`src/rtl/lcd_bp_pkg.sv`:
```
package lcd_bp_pkg;
  typedef enum logic {
    MODE_MASTER = 1'b0,
    MODE_SLAVE  = 1'b1
  } bp_mode_e;
endpackage

```
`src/rtl/bp_mode_filter.sv`:
```
module bp_mode_filter
  import lcd_bp_pkg::*;
#(
  parameter int unsigned MIN_LOW_TICKS = 100
) (
  input  logic clk_i,
  input  logic rst_ni,
  input  logic sense_i,
  output logic slave_o
);
  localparam int unsigned CNT_W = $clog2(MIN_LOW_TICKS + 1);
  localparam logic [CNT_W-1:0] CNT_MAX  = CNT_W'(MIN_LOW_TICKS);
  localparam logic [CNT_W-1:0] CNT_LAST = CNT_W'(MIN_LOW_TICKS - 1);

  logic [CNT_W-1:0] low_cnt_q;
  bp_mode_e         mode_q;

  always_ff @(posedge clk_i or negedge rst_ni) begin
    if (!rst_ni) begin
      low_cnt_q <= '0;
      mode_q    <= MODE_MASTER;
    end else if (sense_i) begin
      low_cnt_q <= '0;
      mode_q    <= MODE_MASTER;
    end else begin
      if (low_cnt_q != CNT_MAX) low_cnt_q <= low_cnt_q + 1'b1;
      if (low_cnt_q >= CNT_LAST) mode_q <= MODE_SLAVE;
    end
  end

  assign slave_o = (mode_q == MODE_SLAVE);

  AST_HIGH_EXITS_SLAVE: assert property (@(posedge clk_i) disable iff (!rst_ni)
    sense_i |=> !slave_o);
  AST_ENTRY_NEEDS_LOW: assert property (@(posedge clk_i) disable iff (!rst_ni)
    $rose(slave_o) |-> $past(!sense_i));
endmodule

```
`src/rtl/bp_divider.sv`:
```
module bp_divider #(
  parameter int unsigned DIV_LOG2 = 7
) (
  input  logic clk_i,
  input  logic rst_ni,
  input  logic tick_i,
  input  logic hold_i,
  output logic phase_o
);
  logic [DIV_LOG2-1:0] cnt_q;

  always_ff @(posedge clk_i or negedge rst_ni) begin
    if (!rst_ni)     cnt_q <= '0;
    else if (hold_i) cnt_q <= '0;
    else if (tick_i) cnt_q <= cnt_q + 1'b1;
  end

  // upper half of the count is the high backplane half
  assign phase_o = cnt_q[DIV_LOG2-1];

  AST_HOLD_CLEARS_DIV: assert property (@(posedge clk_i) disable iff (!rst_ni)
    hold_i |=> (cnt_q == '0));
  AST_NO_TICK_STABLE: assert property (@(posedge clk_i) disable iff (!rst_ni)
    (!tick_i && !hold_i) |=> $stable(cnt_q));
endmodule

```
`src/rtl/bp_sync2.sv`:
```
module bp_sync2 (
  input  logic clk_i,
  input  logic rst_ni,
  input  logic d_i,
  output logic q_o
);
  logic [1:0] sync_q;

  always_ff @(posedge clk_i or negedge rst_ni) begin
    if (!rst_ni) sync_q <= '0;
    else         sync_q <= {sync_q[0], d_i};
  end

  assign q_o = sync_q[1];
endmodule

```
`src/rtl/seg_phase_drv.sv`:
```
module seg_phase_drv #(
  parameter int unsigned NUM_SEG = 28
) (
  input  logic               clk_i,
  input  logic               rst_ni,
  input  logic               phase_i,
  input  logic [NUM_SEG-1:0] on_i,
  output logic [NUM_SEG-1:0] seg_o
);
  for (genvar g = 0; g < NUM_SEG; g++) begin : g_seg
    logic seg_q;
    always_ff @(posedge clk_i or negedge rst_ni) begin
      if (!rst_ni) seg_q <= 1'b0;
      else         seg_q <= phase_i ^ on_i[g];
    end
    assign seg_o[g] = seg_q;
  end
endmodule

```
`src/rtl/lcd_bp_phase_gen.sv`:
```
module lcd_bp_phase_gen #(
  parameter int unsigned NUM_DIGITS    = 4,
  parameter int unsigned SEG_PER_DIGIT = 7,
  parameter int unsigned DIV_LOG2      = 7,
  parameter int unsigned MIN_LOW_TICKS = 100,
  localparam int unsigned NUM_SEG      = NUM_DIGITS * SEG_PER_DIGIT
) (
  input  logic               clk_i,
  input  logic               rst_ni,
  input  logic               osc_tick_i,
  input  logic               osc_sense_i,
  input  logic               bp_ext_i,
  input  logic [NUM_SEG-1:0] seg_on_i,
  output logic               bp_o,
  output logic               bp_oe_o,
  output logic [NUM_SEG-1:0] seg_o
);
  logic slave;
  logic master_phase;
  logic ext_phase;
  logic phase;
  logic bp_q;

  bp_mode_filter #(.MIN_LOW_TICKS(MIN_LOW_TICKS)) u_filter (
    .clk_i   (clk_i),
    .rst_ni  (rst_ni),
    .sense_i (osc_sense_i),
    .slave_o (slave)
  );

  bp_divider #(.DIV_LOG2(DIV_LOG2)) u_div (
    .clk_i   (clk_i),
    .rst_ni  (rst_ni),
    .tick_i  (osc_tick_i),
    .hold_i  (slave),
    .phase_o (master_phase)
  );

  bp_sync2 u_sync (
    .clk_i  (clk_i),
    .rst_ni (rst_ni),
    .d_i    (bp_ext_i),
    .q_o    (ext_phase)
  );

  assign phase = slave ? ext_phase : master_phase;

  seg_phase_drv #(.NUM_SEG(NUM_SEG)) u_seg (
    .clk_i   (clk_i),
    .rst_ni  (rst_ni),
    .phase_i (phase),
    .on_i    (seg_on_i),
    .seg_o   (seg_o)
  );

  always_ff @(posedge clk_i or negedge rst_ni) begin
    if (!rst_ni) bp_q <= 1'b0;
    else         bp_q <= slave ? 1'b0 : master_phase;
  end

  assign bp_o    = bp_q;
  assign bp_oe_o = !slave;

  AST_SLAVE_BP_LOW: assert property (@(posedge clk_i) disable iff (!rst_ni)
    (!bp_oe_o && $past(!bp_oe_o)) |-> !bp_o);
  AST_MASTER_SEG_TRACKS_BP: assert property (@(posedge clk_i) disable iff (!rst_ni)
    (bp_oe_o && $past(bp_oe_o) && $stable(seg_on_i) && $stable(bp_o))
      |=> (seg_o == ({NUM_SEG{bp_o}} ^ $past(seg_on_i))));
endmodule

```
`config.mk`:
```
export PLATFORM = sky130hd
export DESIGN_NAME = lcd_bp_phase_gen
export DESIGN_NICKNAME = d
export VERILOG_FILES = /design/src/rtl/lcd_bp_pkg.sv /design/src/rtl/bp_mode_filter.sv /design/src/rtl/bp_divider.sv /design/src/rtl/bp_sync2.sv /design/src/rtl/seg_phase_drv.sv /design/src/rtl/lcd_bp_phase_gen.sv
export SDC_FILE = /design/constraint.sdc
export NUM_CORES = 1
export LEC_CHECK = 0
export BUFFER_PORTS_ARGS = -buffer_cell sky130_fd_sc_hd__buf_4
export CELL_PAD_IN_SITES_DETAIL_PLACEMENT = 1
export CELL_PAD_IN_SITES_GLOBAL_PLACEMENT = 1
export CORE_UTILIZATION = 33
export DETAILED_ROUTE_END_ITERATION = 10
export PLACE_DENSITY_LB_ADDON = 0.15
export SETUP_SLACK_MARGIN = 0.5
export SYNTH_ARGS = -nofsm -noshare
export SYNTH_HDL_FRONTEND = slang
export SYNTH_SLANG_ARGS = --single-unit
```
`constraint.sdc`:
```
create_clock -name clk_i -period 1.6 [get_ports clk_i]
set_input_delay 0.08 -clock clk_i [delete_from_list [all_inputs] [get_ports clk_i]]
set_output_delay 0.08 -clock clk_i [all_outputs]
set_load 0.05 [all_outputs]
```
==> summary.txt <==
total number of vias: 1482
sequential-to-total area share from yosys stat: 0.568
num ports: 63
Syn Area/Cell: 12.1 µm²
row count: 28
Simple-Gate Fraction of Synth Area: 0.0790
min cycle time layout: 1.46 ns
post-synth cell types: 28
Worst R2R End: u_filter.slave_o
largest net degree at the start of global routing: 47
YS warnings: 0
Max Slew Vio Count: 0
Die H: 80.4 µm
WS Path Type: flip-flop to flip-flop
root buffer cell: clkbuf_8
area grow syn2layout: 66.9%
worst r2r src: u_filter.low_cnt_q[1]
Final setup viols: 0
drt initial violations: 52
grt total ovfl: 0
first-pass GRT wire length: 8220 µm
gpl congestion: 0.706
largest family of logic cells by synthesized area: XOR/XNOR gates
Syn Nets: 203
slew margin rel.: 0.591
vias in the first global route: 1656
f_max: 686 MHz
Area after DPL: 2530 µm²
status: finished, final reports clean
Yosys reg bits: 46
CTS sink count: 46
Synth Area in XOR/XNOR: 0.147
pwr/cell area: 1300 nW/µm²
Worst-path clk slew: 0.09 ns
crit path max fanout: 3
core area: 5920 µm²
die width: 80.4 µm
hold path cells: 2
synthesized netlist cell count: 167
Synth Area in Adders: 0.0185
HPWL after DPL: 2940 µm
number of synthesized flops with an enable pin: 0
synthesized area: 2030 µm²
RSZ-0062 raised after global routing: yes
Worst VDD drop: 0.000771 V
maximum capacitance violations: 0
Critical Path Start: u_filter.low_cnt_q[1]
ant diodes: 0
Leak: 1.63 nW
mux contribution to synthesized area: 0.0154
DR DRC count: 0
share of layout cells above drive strength 1: 0.550
Clock Latency Late Sink: 0.30 ns
CTS buffer count: 5
ys async rst share: 1.00
CTS max path bufs: 2
DRT Wirelength: 5290 µm
worst reg2reg path depth: 5
Worst Setup Start Kind: flip-flop
fin area: 3390 µm²
Total Nets Final: 295
Hold Path Class: input port to flip-flop
Via density: 4.42
Fin Setup TNS: 0 ns
register-to-register setup slack: 0.14 ns
Setup crit end: u_filter.slave_o
Post-synth top flop: dfrtp_1
Wirelength per Cell: 15.8 µm
initial antenna violation count: 0
CTS tree: built
Setup Skew: 0.00414 ns
WP data arrival: 1.64 ns
slew of the pin with the lowest slew margin: 0.613 ns
final hold vios: 0
port bufs: 62
crit share post-route: 0.912
GR Util All Layers: 0.172
DIE AREA: 6460 µm²
Initial DRT Pass Iterations: 4
Post-DRT Antenna Nets: 0
Synth Area in Compound Gates: 0.0444
crit end category: flip-flop
H-tree depth: 2
Initial Util: 0.343
Worst Path Required: 1.78 ns
[worst min path at each step]
stage | start | end
after floorplan | rst_ni | bp_o
after global placement | rst_ni | u_seg.g_seg[5].seg_q
after detailed placement | rst_ni | u_seg.g_seg[5].seg_q
after CTS | osc_sense_i | u_filter.slave_o
after global routing | osc_sense_i | u_filter.slave_o
final | osc_sense_i | u_filter.slave_o
[power by group]
| group | internal, W | total (W) | switching (W) |
|---|---|---|---|
| Sequential | 0.00143 | 0.00159 | 0.000155 |
| Combinational | 0.000879 | 0.00206 | 0.00118 |
| Clock | 0.000348 | 0.000756 | 0.000409 |
[timing repair]
item / in CTS / in global routing
hold buffers: 30 / 0
cloned: 3 / 0
setup buffers: 17 / 5
endpoints found under the hold margin: 75 / 0
endpoints found under the setup margin: 39 / 39
gates resized for setup: 19 / 23
pin swaps: 6 / 4
[registers in the layout, indices dropped and copies added (netlist names)]
| register | flops |
|---|---|
| u_filter.low_cnt_q | 7 |
| bp_o | 1 |
| u_div.cnt_q | 7 |
| u_sync.sync_q | 2 |
| u_seg.g_seg.seg_q | 28 |
| u_filter.slave_o | 1 |
[routing by layer]
layer / routed length (µm) / GRT usage / part of all wire / up-vias
li1: - / - / - / 695
met1: 2220 / 0.211 / 0.42 / 736
met2: 2780 / 0.297 / 0.52 / 47
met3: 269 / 0.0432 / 0.051 / 4
met4: 29 / 0.0464 / 0.0055 / 0
met5: 0 / 0 / 0 / -
[Yosys cell counts, types with 2 or more instances]
cell type / number / area (µm²)
xor2_1: 5 / 43.8
inv_1: 3 / 11.3
ha_1: 3 / 37.5
or3_1: 3 / 18.8
xnor2_1: 29 / 254
nand2b_1: 3 / 18.8
nand2_1: 6 / 22.5
nand3_1: 2 / 10.0
o21ai_0: 4 / 20.0
dfrtp_1: 46 / 1150
nor2_1: 9 / 33.8
a21oi_1: 4 / 20.0
mux2i_1: 2 / 20.0
nand4_1: 3 / 18.8
buf_4: 32 / 240
[cells by family (layout without fill, tap and decap cells)]
logic type	Yosys count	after routing
XOR/XNOR	34	34
adder cells (fa/ha/maj)	3	3
multiplexers	3	3
flip-flops	46	46
buffers and inverters	37	130
AND/OR/NAND/NOR	31	31
AO/OA/AOI/OAI	13	13
[layout by cell type (no fill, tap or decap), types with 2 or more instances in the layout]
master,instances
nand4_1,3
mux2i_1,2
inv_2,2
xnor2_2,25
buf_16,3
nor2_1,9
nand2b_1,3
or3_1,2
clkbuf_8,6
nand2_1,5
a21oi_1,2
buf_6,8
dfrtp_1,43
o21ai_0,3
buf_4,75
nand3_1,2
xnor2_4,3
xor2_1,5
dfrtp_2,3
dlygate4sd3_1,30
buf_12,2
[layout make-up]
cell class              count  area, µm²
clock buffers               6       82.6
clock inverters             2       12.5
inverters                   3       13.8
flip-flops and latches     46       1150
repair buffers            119       1090
well taps                  75       93.8
multi-input cells          84        937
fillers                   604       2530
[stage by stage]
stage / utilization / setup slack (ns) / std cells / total power [W] / hold slack (ns)
after floorplan: - / 0.250 / 167 / 0.00302 / -0.216
after global placement: 0.428 / 0.224 / 272 / 0.00320 / 0.117
after detailed placement: 0.428 / 0.0803 / 272 / 0.00326 / 0.133
after CTS: 0.543 / 0.121 / 330 / 0.00431 / 0.00719
after global routing: 0.572 / 0.0806 / 335 / 0.00461 / 0.00851
final: 0.572 / 0.141 / 335 / 0.00440 / 0.0164
[worst max-delay path, cell delays in order, from the launching register on]
cell      delay (ns)
dfrtp_1         0.43
buf_4           0.16
buf_4           0.13
a211o_1         0.25
o311ai_1        0.27
a21oi_1         0.11
No activity file was read; power rests on OpenSTA's default activity.
